File: src/rtl/segmux_pkg.sv
package segmux_pkg;

  localparam int BP_MAX = 4;
  localparam int PH_W   = 2;
  localparam int LVL_W  = 2;
  localparam int DUTY_W = PH_W + 1;

  typedef enum logic [2:0] {
    MODE_STATIC = 3'd0,
    MODE_D2_B2  = 3'd1,
    MODE_D2_B3  = 3'd2,
    MODE_D3_B3  = 3'd3,
    MODE_D4_B3  = 3'd4
  } mux_mode_e;

  function automatic mux_mode_e norm_mode(input logic [2:0] code);
    if (code > 3'd4) return MODE_STATIC;
    return mux_mode_e'(code);
  endfunction

  function automatic logic [DUTY_W-1:0] duty_of(input mux_mode_e m);
    case (m)
      MODE_D2_B2, MODE_D2_B3: return DUTY_W'(2);
      MODE_D3_B3:             return DUTY_W'(3);
      MODE_D4_B3:             return DUTY_W'(4);
      default:                return DUTY_W'(1);
    endcase
  endfunction

  function automatic logic [LVL_W-1:0] top_of(input mux_mode_e m);
    case (m)
      MODE_STATIC: return LVL_W'(1);
      MODE_D2_B2:  return LVL_W'(2);
      default:     return LVL_W'(3);
    endcase
  endfunction

  function automatic logic [LVL_W-1:0] mirror(input logic [LVL_W-1:0] lvl,
                                               input logic [LVL_W-1:0] top,
                                               input logic             pol);
    return pol ? (top - lvl) : lvl;
  endfunction

endpackage

File: src/rtl/segmux_timing.sv
module segmux_timing
  import segmux_pkg::*;
#(
  parameter int DIV_BASE_LOG2 = 16
) (
  input  logic            clk,
  input  logic            rst,
  input  logic            run_i,
  input  logic [2:0]      mode_i,
  input  logic [1:0]      div_sel_i,
  output logic [PH_W-1:0] phase_o,
  output logic            pol_o,
  output mux_mode_e       mode_o
);

  localparam int CNT_W = DIV_BASE_LOG2 + 4;

  logic [CNT_W-1:0] presc_q;
  logic [CNT_W-1:0] div_max;
  logic [PH_W-1:0]  phase_q;
  logic             pol_q;
  mux_mode_e        mode_q;
  logic             frame_last;

  always_comb begin
    div_max    = (CNT_W'(1) << (DIV_BASE_LOG2 + int'(div_sel_i))) - CNT_W'(1);
    frame_last = ({1'b0, phase_q} == (duty_of(mode_q) - DUTY_W'(1)));
  end

  always_ff @(posedge clk) begin
    if (rst) begin
      presc_q <= '0;
      phase_q <= '0;
      pol_q   <= 1'b0;
      mode_q  <= MODE_STATIC;
    end else if (!run_i) begin
      presc_q <= '0;
      phase_q <= '0;
      pol_q   <= 1'b0;
      mode_q  <= norm_mode(mode_i);
    end else if (presc_q >= div_max) begin
      presc_q <= '0;
      if (frame_last) begin
        phase_q <= '0;
        pol_q   <= ~pol_q;
        mode_q  <= norm_mode(mode_i);
      end else begin
        phase_q <= phase_q + PH_W'(1);
      end
    end else begin
      presc_q <= presc_q + CNT_W'(1);
    end
  end

  assign phase_o = phase_q;
  assign pol_o   = pol_q;
  assign mode_o  = mode_q;

  p_phase_range_r3: assert property (@(posedge clk) disable iff (rst)
    {1'b0, phase_q} < duty_of(mode_q));

  p_mode_hold_r8: assert property (@(posedge clk) disable iff (rst)
    (run_i && $past(run_i) && phase_q != '0) |-> $stable(mode_q));

  p_pol_wrap_r4: assert property (@(posedge clk) disable iff (rst)
    (!$stable(pol_q) && run_i) |-> (phase_q == '0));

  p_idle_hold_r7: assert property (@(posedge clk) disable iff (rst)
    !run_i |=> (presc_q == '0 && phase_q == '0 && !pol_q));

endmodule

File: src/rtl/segmux_store.sv
module segmux_store
  import segmux_pkg::*;
#(
  parameter int NUM_FP = 40
) (
  input  logic              clk,
  input  logic              we_i,
  input  logic [PH_W-1:0]   addr_i,
  input  logic [NUM_FP-1:0] wdata_i,
  output logic [NUM_FP-1:0] rdata_o,
  input  logic [PH_W-1:0]   disp_idx_i,
  output logic [NUM_FP-1:0] disp_row_o
);

  logic [NUM_FP-1:0] mem_q [BP_MAX];

  always_ff @(posedge clk) begin
    if (we_i) mem_q[addr_i] <= wdata_i;
    rdata_o    <= mem_q[addr_i];
    disp_row_o <= mem_q[disp_idx_i];
  end

endmodule

File: src/rtl/segmux_levels.sv
module segmux_levels
  import segmux_pkg::*;
#(
  parameter int NUM_FP = 40
) (
  input  logic                     clk,
  input  logic                     rst,
  input  logic                     run_i,
  input  logic [PH_W-1:0]          phase_i,
  input  logic                     pol_i,
  input  mux_mode_e                mode_i,
  input  logic [NUM_FP-1:0]        row_i,
  input  logic [NUM_FP-1:0]        fp_en_i,
  output logic [BP_MAX*LVL_W-1:0]  bp_lvl_o,
  output logic [NUM_FP*LVL_W-1:0]  fp_lvl_o
);

  logic                    run_d;
  logic                    pol_d;
  logic [PH_W-1:0]         ph_d;
  mux_mode_e               mode_d;
  logic [LVL_W-1:0]        top;
  logic [LVL_W-1:0]        off_lvl;
  logic [DUTY_W-1:0]       duty;
  logic [BP_MAX*LVL_W-1:0] bp_nxt;
  logic [NUM_FP*LVL_W-1:0] fp_nxt;

  // align control with the registered store read
  always_ff @(posedge clk) begin
    if (rst) begin
      run_d  <= 1'b0;
      pol_d  <= 1'b0;
      ph_d   <= '0;
      mode_d <= MODE_STATIC;
    end else begin
      run_d  <= run_i;
      pol_d  <= pol_i;
      ph_d   <= phase_i;
      mode_d <= mode_i;
    end
  end

  always_comb begin
    top     = top_of(mode_d);
    duty    = duty_of(mode_d);
    off_lvl = (top == LVL_W'(3)) ? LVL_W'(2) : top;
  end

  for (genvar j = 0; j < BP_MAX; j++) begin : g_bp
    assign bp_nxt[j*LVL_W +: LVL_W] =
      (!run_d || DUTY_W'(j) >= duty) ? '0 :
      mirror((PH_W'(j) == ph_d) ? top : LVL_W'(1), top, pol_d);
  end

  for (genvar i = 0; i < NUM_FP; i++) begin : g_fp
    assign fp_nxt[i*LVL_W +: LVL_W] =
      (!run_d || !fp_en_i[i]) ? '0 :
      mirror(row_i[i] ? LVL_W'(0) : off_lvl, top, pol_d);

    p_fp_gate_r6: assert property (@(posedge clk) disable iff (rst)
      !fp_en_i[i] |=> (fp_lvl_o[i*LVL_W +: LVL_W] == '0));
  end

  always_ff @(posedge clk) begin
    if (rst) begin
      bp_lvl_o <= '0;
      fp_lvl_o <= '0;
    end else begin
      bp_lvl_o <= bp_nxt;
      fp_lvl_o <= fp_nxt;
    end
  end

  p_quiet_off_r7: assert property (@(posedge clk) disable iff (rst)
    !run_d |=> (bp_lvl_o == '0 && fp_lvl_o == '0));

endmodule

File: src/rtl/segmux_lcd.sv
module segmux_lcd
  import segmux_pkg::*;
#(
  parameter int NUM_FP        = 40,
  parameter int DIV_BASE_LOG2 = 16
) (
  input  logic                    clk,
  input  logic                    rst,
  input  logic                    lcd_en_i,
  input  logic [2:0]              mode_i,
  input  logic [1:0]              clk_div_i,
  input  logic [NUM_FP-1:0]       fp_en_i,
  input  logic                    host_we_i,
  input  logic [1:0]              host_addr_i,
  input  logic [NUM_FP-1:0]       host_wdata_i,
  output logic [NUM_FP-1:0]       host_rdata_o,
  output logic [7:0]              bp_lvl_o,
  output logic [2*NUM_FP-1:0]     fp_lvl_o
);

  logic [PH_W-1:0]   phase;
  logic              pol;
  mux_mode_e         mode_cur;
  logic [NUM_FP-1:0] disp_row;

  segmux_timing #(.DIV_BASE_LOG2(DIV_BASE_LOG2)) u_timing (
    .clk       (clk),
    .rst       (rst),
    .run_i     (lcd_en_i),
    .mode_i    (mode_i),
    .div_sel_i (clk_div_i),
    .phase_o   (phase),
    .pol_o     (pol),
    .mode_o    (mode_cur)
  );

  segmux_store #(.NUM_FP(NUM_FP)) u_store (
    .clk        (clk),
    .we_i       (host_we_i),
    .addr_i     (host_addr_i),
    .wdata_i    (host_wdata_i),
    .rdata_o    (host_rdata_o),
    .disp_idx_i (phase),
    .disp_row_o (disp_row)
  );

  segmux_levels #(.NUM_FP(NUM_FP)) u_levels (
    .clk      (clk),
    .rst      (rst),
    .run_i    (lcd_en_i),
    .phase_i  (phase),
    .pol_i    (pol),
    .mode_i   (mode_cur),
    .row_i    (disp_row),
    .fp_en_i  (fp_en_i),
    .bp_lvl_o (bp_lvl_o),
    .fp_lvl_o (fp_lvl_o)
  );

endmodule

File: config.mk
export PLATFORM = sky130hd
export DESIGN_NAME = segmux_lcd
export DESIGN_NICKNAME = d
export VERILOG_FILES = /design/src/rtl/segmux_pkg.sv /design/src/rtl/segmux_timing.sv /design/src/rtl/segmux_store.sv /design/src/rtl/segmux_levels.sv /design/src/rtl/segmux_lcd.sv
export SDC_FILE = /design/constraint.sdc
export NUM_CORES = 1
export LEC_CHECK = 0
export BUFFER_PORTS_ARGS = -buffer_cell sky130_fd_sc_hd__buf_2
export CORE_MARGIN = 4
export CORE_UTILIZATION = 30
export CTS_CLUSTER_DIAMETER = 60
export DETAILED_ROUTE_END_ITERATION = 8
export PLACE_DENSITY = 0.5
export SETUP_SLACK_MARGIN = 0.5
export SLEW_MARGIN = 20
export SYNTH_ARGS = -nofsm -noshare
export SYNTH_HDL_FRONTEND = slang
export SYNTH_HIERARCHICAL = 1
export SYNTH_SLANG_ARGS = --single-unit
File: constraint.sdc
create_clock -name clk -period 4.7 [get_ports clk]
set_input_delay 0.94 -clock clk [delete_from_list [all_inputs] [get_ports clk]]
set_output_delay 0.94 -clock clk [all_outputs]
set_load 0.05 [all_outputs]
==> Word level (Yosys, flattened, before mapping) <==
Memories as Yosys holds them, arrays and structs flattened. A register that Yosys moved wholly into a read port is not among the register bits.
Cells that the tools add are included.
{ "totals": {"output_inout_bits": 128, "inputBits": 91, "register_bits": 121, "mem_count": 1, "elab_cells": 371, "mem_bits_rw": 160} }
{ "op_classes": {"bitwise_logic": 2, "magnitude_cmp": 6, "n_reduce_logical": 137, "shifts": 1, "addsub": 49, "n_eq_ne": 15, "muxes": 108} }
{ "memory_table": {"columns": ["name", "words", "width", "rd", "rd_ports_with_merged_regs", "write_ports", "line", "source"], "rows": [
  ["u_store.mem_q", 4, 40, 2, 2, 1, "segmux_store.sv:15", "logic [NUM_FP-1:0] mem_q [BP_MAX];"]
]} }
{ "op_table": {"columns": ["operator", "n"], "rows": [
  ["two-way mux 2 bit", 90],
  ["OR reduction 2 bit", 47],
  ["subtractor 2 bit", 44],
  ["logical OR 1 bit", 44],
  ["logical NOT 1 bit", 41],
  ["left shift 1 x 32 -> 20 bit, first input constant", 1],
  ["adder 20 x 1 -> 20 bit, second input constant", 1],
  ["greater-or-equal comparator 20 bit", 1],
  ["subtractor 20 x 2 -> 20 bit, second input constant", 1],
  ["two-way mux 3 bit", 6],
  ["case mux 3 bit (3 select lines)", 2],
  ["== test 3 x 2 -> 1 bit, second input constant", 4],
  ["two-way mux 1 bit", 9],
  ["adder 5 x 2 -> 6 bit, first input constant", 1],
  ["== test 3 x 1 -> 1 bit, second input constant", 2],
  ["== test 3 bit, second input constant", 2],
  ["greater-or-equal comparator 1 x 3 -> 1 bit, first input constant", 2],
  ["greater-or-equal comparator 2 x 3 -> 1 bit, first input constant", 2],
  ["== test 2 bit, first input constant", 2],
  ["!= test 2 x 1 -> 1 bit, second input constant", 2],
  ["case mux 2 bit (2 select lines)", 1],
  ["AND reduction 2 bit", 2],
  ["== test 2 x 3 -> 1 bit", 1],
  ["> comparator 3 bit, second input constant", 1],
  ["other kinds (8)", 9]
]} }

==> Longest topological paths before layout <==
Gate-level depths: netlist of run 1.
{ "depth": {"word_depth": 13, "depth_mapped": 9, "depth_no_buf": 7} }

==> Cells and area by module <==
The synthesis of run 1 kept the hierarchy.
{ "by_module_without_submodules": {"columns": ["mod", "n_inst", "area_per_inst_um2", "seq_area_each_um2", "cells_each"], "rows": [
  ["segmux_store", 1, 8430.6, 6406.1, 343],
  ["segmux_levels", 1, 5212.5, 1901.8, 742],
  ["segmux_timing", 1, 1281.2, 520.5, 143]
]} }

==> Worst setup path before layout of run 1 <==
Ideal clock, no wire load.
{ "synth_timing": {"path_kind": "input -> register", "from": "input host_addr_i[1]", "to": "memory u_store.mem_q[0][0] (enable)", "t_arrival_ns": 4.227, "path_buffers": 2, "path_slack_ns": -0.022, "stages": 3, "t_required_ns": 4.205, "setup_time_ns": 0.495, "cell_sequence": "buf_2 -> buf_2 -> nor3b_1"} }
{ "synth_lines": {"columns": ["item", "line", "source"], "rows": [
  ["start, declared", "segmux_lcd.sv:14", "input logic [1:0] host_addr_i,"],
  ["end, declared", "segmux_store.sv:15", null]
]} }
Straight into the memory's write port.

==> Worst setup path in the final report of run 1 <==
{ "layout_timing": {"from": "register u_levels.mode_d[2]", "to": "register u_levels.fp_lvl_o[71]"} }
{ "layout_between": {"elab_chain_cells": 7, "elab_cells_between_ends": 8, "cone_classes": "add/sub (1); eq/ne (2); mux (4); reduce/logical (1)"} }
{ "layout_lines": {"columns": ["item", "line", "source"], "rows": [
  ["start, declared", "segmux_levels.sv:21", "mux_mode_e mode_d;"],
  ["start signal, assigned", "segmux_levels.sv:39", "mode_d <= mode_i;"],
  ["== test 3 x 1 -> 1 bit or logical NOT 3 bit (tied branches)", "segmux_pkg.sv:31", "case (m)"],
  ["case mux 2 bit (2 select lines) (*)", "segmux_pkg.sv:31", null],
  ["== test 2 bit", "segmux_levels.sv:46", "off_lvl = (top == LVL_W'(3)) ? LVL_W'(2) : top;"],
  ["two-way mux 2 bit", "segmux_levels.sv:46", null],
  ["two-way mux 2 bit", "segmux_levels.sv:58", "mirror(row_i[i] ? LVL_W'(0) : off_lvl, top, pol_d);"],
  ["subtractor 2 bit", "segmux_pkg.sv:41", "return pol ? (top - lvl) : lvl;"],
  ["two-way mux 2 bit (*)", "segmux_pkg.sv:41", null],
  ["end signal, assigned", "segmux_levels.sv:70", "fp_lvl_o <= fp_nxt;"],
  ["end, declared", "segmux_levels.sv:15", "output logic [NUM_FP*LVL_W-1:0] fp_lvl_o"]
]} }
Every way passes the cells marked *; elsewhere a longest branch is shown, timed or not.
A chain may end at the register's enable or synchronous reset.

==> qor.csv, run 1 <==
stage;metric;value;unit
run_status;status;finished, final reports clean;
cts;H-tree depth;2;
routing;vias post-DR;9862;
global_route;Total GRT Usage;0.143;
sta;clk_skew;15.9;ps
sta;Fin. Hold Viols;0;
global_route;vias in the first global route;10100;
routing;DR DRC count;0;
sta;Final Setup Violations;0;
floorplan;Die Wd;231;um
sta;maximum clock frequency;431;MHz
global_route;initial antenna violation count;11;
placed_design;IO buf count;218;
worst_setup_path;CP arrival;2810;ps
placed_design;RD Place Congestion;0.753;
routing;drt first-iter violations;451;
worst_setup_path;WS Path Type;flop to flop;
yosys;Ys Warns;6;
worst_setup_path;crit-path max FO;52;
routing;drt pass-1 iters;5;
yosys;Seq cells post-synth;361;
cts;Post-CTS Repair Setup Buffers;0;
layout;Design Area, Final;18200;um^2
floorplan;initial cell density of the core;0.304;
floorplan;die area;53400;um^2
routing;Final ANT Viol Nets;0;
hold_path;hold crit path type;flop to flop;
global_route;pin count of the biggest net entering global routing;91;
placed_design;pre-CTS setup slack;1830;ps
sta;post-route setup TNS;0;ps
yosys;sequential-to-total area share from yosys stat;0.592;
global_route;GRT overflow;0;
routing;vias per cell;4.58;
worst_setup_path;Critical Path Source Type;flop;
placed_design;Post-Place Cells;2060;
worst_setup_path;CP endpoint kind;flop;
cts;hold buffers post-CTS;0;
routing;DR WL/cell;17.8;um
yosys;Syn Inst Count;1228;
sta;final setup margin;2380;ps
sta;Final Cycle Share;0.494;
placed_design;placed cell areas;16600;um^2
cts;Clock transition at path regs;60;ps
yosys;dominant synthesized flop cell;dfxtp_1;
floorplan;Die Y-Extent;231;um
sta;fin crit period;2320;ps
yosys;EDFF count, synth;160;
sta;Slew Viols, Final;0;
floorplan;Core Area;49100;um^2
cts;TritonCTS buffer count;47;
layout;share of post-route cells with drive strength above 1;0.281;
sta;RSZ-0062 raised after global routing;no;
layout;nets;1581;
sta;Worst Tran Pin Value;994;ps
worst_setup_path;Worst Path Required;5190;ps
yosys;Synth async-reset ratio;0;
floorplan;Std-Cell Rows;81;
layout;Finished Layout Cells;2155;
floorplan;Top Ports;219;
yosys;syn nets;1364;
pwr;Leak;7.19;nW
run;MaxCap Viol Count;0;
yosys;Syn Std Cell Area;14900;um^2
cts;CTS sink cnt;361;
cts;Root Driver;clkbuf_16;
layout;synthesis-to-layout area growth;22.1;%
pwr;VDD IR-drop max;241;uV
sta;Rel. slew slack;0.338;
yosys;count of cell types in the netlist;46;
cts;# resized after CTS;0;
cts;TritonCTS clock tree;done;
pwr;total power draw;7.60;mW
pwr;PD cells;417;nW/um^2
cts;CTS max path bufs;3;
global_route;global-route wire length before repair;58500;um
placed_design;DP Wirelength;25900;um
routing;WL final;38300;um
yosys;post-synthesis average cell area;12.2;um^2
cts;Clk Latency, worst-skew pair;570;ps
layout;Fill cells;4812;
[cell families (layout without fill, tap and decap cells)]
family	after synthesis	in the layout	synth area share
other cells	1	9	0.000251
mux	83	83	0.123
flops	361	361	0.592
xor+xnor	22	22	0.0129
compound gates	180	180	0.0699
buf+inv	150	405	0.0475
simple gates	386	386	0.117
fa+ha+maj	45	45	0.0377
[metrics by stage]
stage	util	hold WS, ps
floorplan	-	430
global placement	0.339	441
detailed placement	0.339	455
CTS	0.371	468
global route	0.371	493
finish	0.372	474
[per-layer routing]
metal  share of wire  up-vias  track usage  routed length (um)
li1                -     4824            -                   -
met1            0.42     4744        0.178               16200
met2            0.49      221        0.243               18700
met3           0.058       69       0.0317                2230
met4           0.029        4       0.0577                1120
met5         0.00037        -            0                  14
[state kept, by name, indices dropped and copies added, names as in the netlist]
register,flops
u_store/mem_q,160
u_levels/fp_lvl_o,80
u_store/disp_row_o,40
u_store/rdata_o,40
u_timing/presc_q,20
u_levels/bp_lvl_o,8
u_levels/mode_d,3
u_timing/mode_o,3
u_levels/ph_d,2
u_timing/phase_o,2
u_levels/pol_d,1
u_levels/run_d,1
u_timing/pol_o,1
[layout make-up]
| class | count | area [um^2] | share of cell area |
|---|---|---|---|
| flip-flops and latches | 361 | 8840 | 0.485 |
| multi-input cells | 717 | 5430 | 0.298 |
| clock buffers | 62 | 1330 | 0.0727 |
| repair buffers | 235 | 1220 | 0.0670 |
| well taps | 664 | 831 | 0.0456 |
| inverters | 83 | 312 | 0.0171 |
| clock inverters | 25 | 253 | 0.0139 |
| diodes | 8 | 20.0 | 0.00110 |
[power breakdown]
| group | leakage (nW) | internal (mW) | total, mW | switching (mW) |
|---|---|---|---|---|
| Sequential | 3.12 | 3.41 | 3.49 | 0.0727 |
| Clock | 0.771 | 2.17 | 3.56 | 1.39 |
| Combinational | 3.30 | 0.184 | 0.552 | 0.368 |
| Total | 7.19 | 5.77 | 7.60 | 1.83 |
[worst max-delay path, stage by stage, from the launching register on]
cell and delay [ps]:
dfxtp_1 520, or3_4 470, buf_4 530, nor2_1 90, ha_1 220, nor2_1 110, o21ai_0 110, a21oi_1 160
[final timing paths]
check,from,to,slack [ps],depth (start not counted)
min,u_timing/pol_o$_SDFFE_PP0P_,u_levels/pol_d$_SDFF_PP0_,470,1
max,u_levels/mode_d[2]$_SDFF_PP0_,u_levels/fp_lvl_o[71]$_SDFF_PP0_,2380,7
max reg2reg,u_levels/mode_d[2]$_SDFF_PP0_,u_levels/fp_lvl_o[71]$_SDFF_PP0_,2380,7
min reg2reg,u_timing/pol_o$_SDFFE_PP0P_,u_levels/pol_d$_SDFF_PP0_,470,1
[Yosys cell counts, types with 2 or more instances]
library cell	n	area [um^2]
or4b_2	2	20.0
xnor2_1	7	61.3
o21ai_0	45	225
nand4_1	4	25.0
buf_2	23	115
inv_1	83	312
buf_6	9	101
nor2_1	193	724
buf_12	3	60.1
nor3_2	10	100
and4_1	2	17.5
o211ai_1	41	308
mux2i_1	3	30.0
or3_1	2	12.5
nor2b_1	13	81.3
clkbuf_1	27	101
and3b_1	3	26.3
nor3_1	32	160
nand3b_1	4	30.0
mux4_1	2	52.6
nand3_1	7	35.0
nor3b_1	3	22.5
a21oi_1	86	430
nand2b_1	8	50.1
edfxtp_1	160	4800
ha_1	45	563
nand2_1	94	353
dfxtp_1	201	4020
buf_1	5	18.8
mux4_2	78	1760
and3_1	4	25.0
xor2_1	15	131
[layout by cell type (no fill, tap or decap), types with 45 or more instances in the layout]
| cell | count |
|---|---|
| nor2_1 | 193 |
| clkbuf_16 | 49 |
| buf_2 | 217 |
| o21ai_0 | 45 |
| a21oi_1 | 86 |
| ha_1 | 45 |
| dfxtp_1 | 198 |
| edfxtp_1 | 160 |
| nand2_1 | 94 |
| inv_1 | 83 |
| mux4_2 | 78 |
No activity file was read; power rests on OpenSTA's default activity.
==> run 2, diff against run 1 <==
==> constraint.sdc (replaced) <==
create_clock -name clk -period 1.99 [get_ports clk]
set_input_delay 0.398 -clock clk [delete_from_list [all_inputs] [get_ports clk]]
set_output_delay 0.398 -clock clk [all_outputs]
set_load 0.05 [all_outputs]
==> run 2 against run 1 <==
Effect of this change: first-iteration DRC count decreased by 7.5%; largest cell class unchanged; final area up 15%; fmax is 31% higher; via count rose by 4.8%; non-clock buffer count is 55 higher; sequential power increased by 140%; clock-buffer cell count is 1 higher; register-to-register slack worse by 2200 ps.
==> qor.csv, run 2 (same netlist as run 1, synthesis figures left out) <==
stage;metric;value;unit;change
run_status;status;finished, final reports clean;;unchanged
cts;Clock transition at path regs;60;ps;about the same
pwr;VDD IR-drop max;714;uV;was 241 uV
sta;Final Setup Violations;0;;unchanged
global_route;vias in the first global route;10700;;was 10100
layout;most frequent cells in the layout;edfxtp_1 (160), nor2_1 (155), dfxtp_2 (107), nand2_1 (91), buf_2 (89);;was buf_2 (217), dfxtp_1 (198), nor2_1 (193), edfxtp_1 (160), nand2_1 (94)
pwr;Leak;7.84;nW;was 7.19 nW
sta;maximum clock frequency;565;MHz;was 431 MHz
routing;vias post-DR;10300;;was 9862
floorplan;Die Y-Extent;231;um;unchanged
placed_design;RD Place Congestion;0.749;;was 0.753
layout;Regs by FF count;u_store/mem_q: 160 flops, u_levels/fp_lvl_o: 80 flops;;unchanged
pwr;total power draw;17.9;mW;was 7.60 mW
sta;Worst Tran Pin Value;1350;ps;was 994 ps
sta;Slew Viols, Final;0;;unchanged
cts;Root Driver;clkbuf_16;;unchanged
routing;DR WL/cell;18.8;um;was 17.8 um
sta;clk_skew;16.8;ps;was 15.9 ps
cts;CTS sink cnt;361;;unchanged
layout;most common cell after layout, fill and taps aside;edfxtp_1;;was buf_2
layout;fin util;0.429;;was 0.372
global_route;initial antenna violation count;9;;was 11
worst_setup_path;Critical Path Source Type;flop;;unchanged
worst_setup_path;CP arrival;2220;ps;was 2810 ps
floorplan;Top Ports;219;;unchanged
layout;synthesis-to-layout area growth;40.9;%;was 22.1%
cts;TritonCTS buffer count;43;;was 47
global_route;pin count of the biggest net entering global routing;113;;was 91
sta;RSZ-0062 raised after global routing;yes;;was no
pwr;PD cells;849;nW/um^2;was 417 nW/um^2
cts;H-tree depth;2;;unchanged
routing;drt pass-1 iters;4;;was 5
layout;Finished Layout Cells;2202;;was 2155
sta;Final Cycle Share;0.890;;was 0.494
layout;max reg flops;160;;unchanged
cts;Clk Latency, worst-skew pair;570;ps;about the same
placed_design;IO buf count;218;;unchanged
routing;DR DRC count;0;;unchanged
placed_design;placed cell areas;17100;um^2;was 16600 um^2
global_route;GRT overflow;0;;unchanged
layout;Design Area, Final;21000;um^2;was 18200 um^2
placed_design;Post-Place Cells;2072;;was 2060
cts;TritonCTS clock tree;done;;unchanged
floorplan;Die Wd;231;um;unchanged
global_route;global-route wire length before repair;62500;um;was 58500 um
floorplan;die area;53400;um^2;unchanged
worst_setup_path;crit-path max FO;8;;was 52
run;MaxCap Viol Count;0;;unchanged
worst_setup_path;CP endpoint kind;flop;;unchanged
sta;Fin. Hold Viols;0;;unchanged
cts;CTS max path bufs;3;;unchanged
routing;Final ANT Viol Nets;0;;unchanged
sta;Rel. slew slack;0.0976;;was 0.338
layout;share of post-route cells with drive strength above 1;0.464;;was 0.281
floorplan;Std-Cell Rows;81;;unchanged
worst_setup_path;Worst Path Required;2440;ps;was 5190 ps
floorplan;Core Area;49100;um^2;unchanged
cts;hold buffers post-CTS;0;;unchanged
floorplan;initial cell density of the core;0.304;;unchanged
hold_path;hold crit path type;input port to flop;;was flop to flop
sta;fin crit period;1770;ps;was 2320 ps
sta;final setup margin;219;ps;was 2380 ps
worst_setup_path;WS Path Type;flop to flop;;unchanged
routing;drt first-iter violations;417;;was 451
layout;nets;1636;;was 1581
routing;vias per cell;4.70;;was 4.58
routing;WL final;41300;um;was 38300 um
global_route;Total GRT Usage;0.152;;was 0.143
layout;Most flops, register;u_store/mem_q;;unchanged
placed_design;DP Wirelength;25400;um;was 25900 um
placed_design;pre-CTS setup slack;89.9;ps;was 1830 ps
## run 2: cell types whose count changed in the layout (fill, tap and decap cells not counted), moves of 38 or more
cell / previous run / this run
dfxtp_2: 1 / 107
buf_8: 0 / 48
nor2_1: 193 / 155
buf_2: 217 / 89
dfxtp_1: 198 / 77
buf_6: 0 / 86
## run 2: worst paths after layout
kind / startpoint / end / slack (ps) / cells past startpoint
setup / recovery: u_levels/mode_d[2]$_SDFF_PP0_ / u_levels/fp_lvl_o[11]$_SDFF_PP0_ / 220 / 8
hold / removal: host_wdata_i[4] / u_store/mem_q[2][4]$_DFFE_PP_ / 40 / 1
setup reg to reg: u_levels/mode_d[2]$_SDFF_PP0_ / u_levels/fp_lvl_o[11]$_SDFF_PP0_ / 220 / 8
hold reg to reg: u_timing/pol_o$_SDFFE_PP0P_ / u_levels/pol_d$_SDFF_PP0_ / 490 / 1
## run 2: what timing repair did
| action | in CTS | in global routing |
|---|---|---|
| buffers inserted | 29 | 5 |
| gates resized for setup | 490 | 161 |
| cloned | 11 | 2 |
| pin swaps | 59 | 61 |
| setup endpoints to repair | 243 | 217 |
## run 2: cell type report
class / count / area, um^2
Sequential cell: 361 / 9030
Tap cell: 664 / 831
Timing Repair Buffer: 290 / 3140
Inverter: 83 / 319
Clock buffer: 63 / 1210
Antenna cell: 3 / 7.51
Clock inverter: 17 / 215
Fill cell: 4534 / 28000
Multi-Input combinational cell: 721 / 6270
## run 2: worst max-delay path, cell delays in order (launching register included)
cell     delay [ps]
dfxtp_4         340
or3_4           480
buf_12          180
buf_16          160
nor2_4          130
ha_4            140
nor2_1           40
o21ai_1         120
a21oi_1          70
## run 2: metal layers
metal	up-vias	global-route usage	routed length, um
li1	4949	-	-
met5	-	0	93
met3	81	0.0383	2250
met2	218	0.249	19800
met1	5078	0.199	18100
met4	14	0.0496	1150
## run 2: through the flow
stage / TNS [ps] / hold WS [ps]
4_1_cts: 0 / 6.88
2_1_floorplan: -13090 / 429
6_report: 0 / 42.6
5_1_grt: 0 / 20.6
3_5_place_dp: 0 / 458
3_3_place_gp: 0 / 451
## run 2: where the power goes
group,total (mW),internal [mW],switching [mW]
Clock,7.83,4.68,3.15
Combinational,1.76,0.762,0.999
Sequential,8.27,8.06,0.203
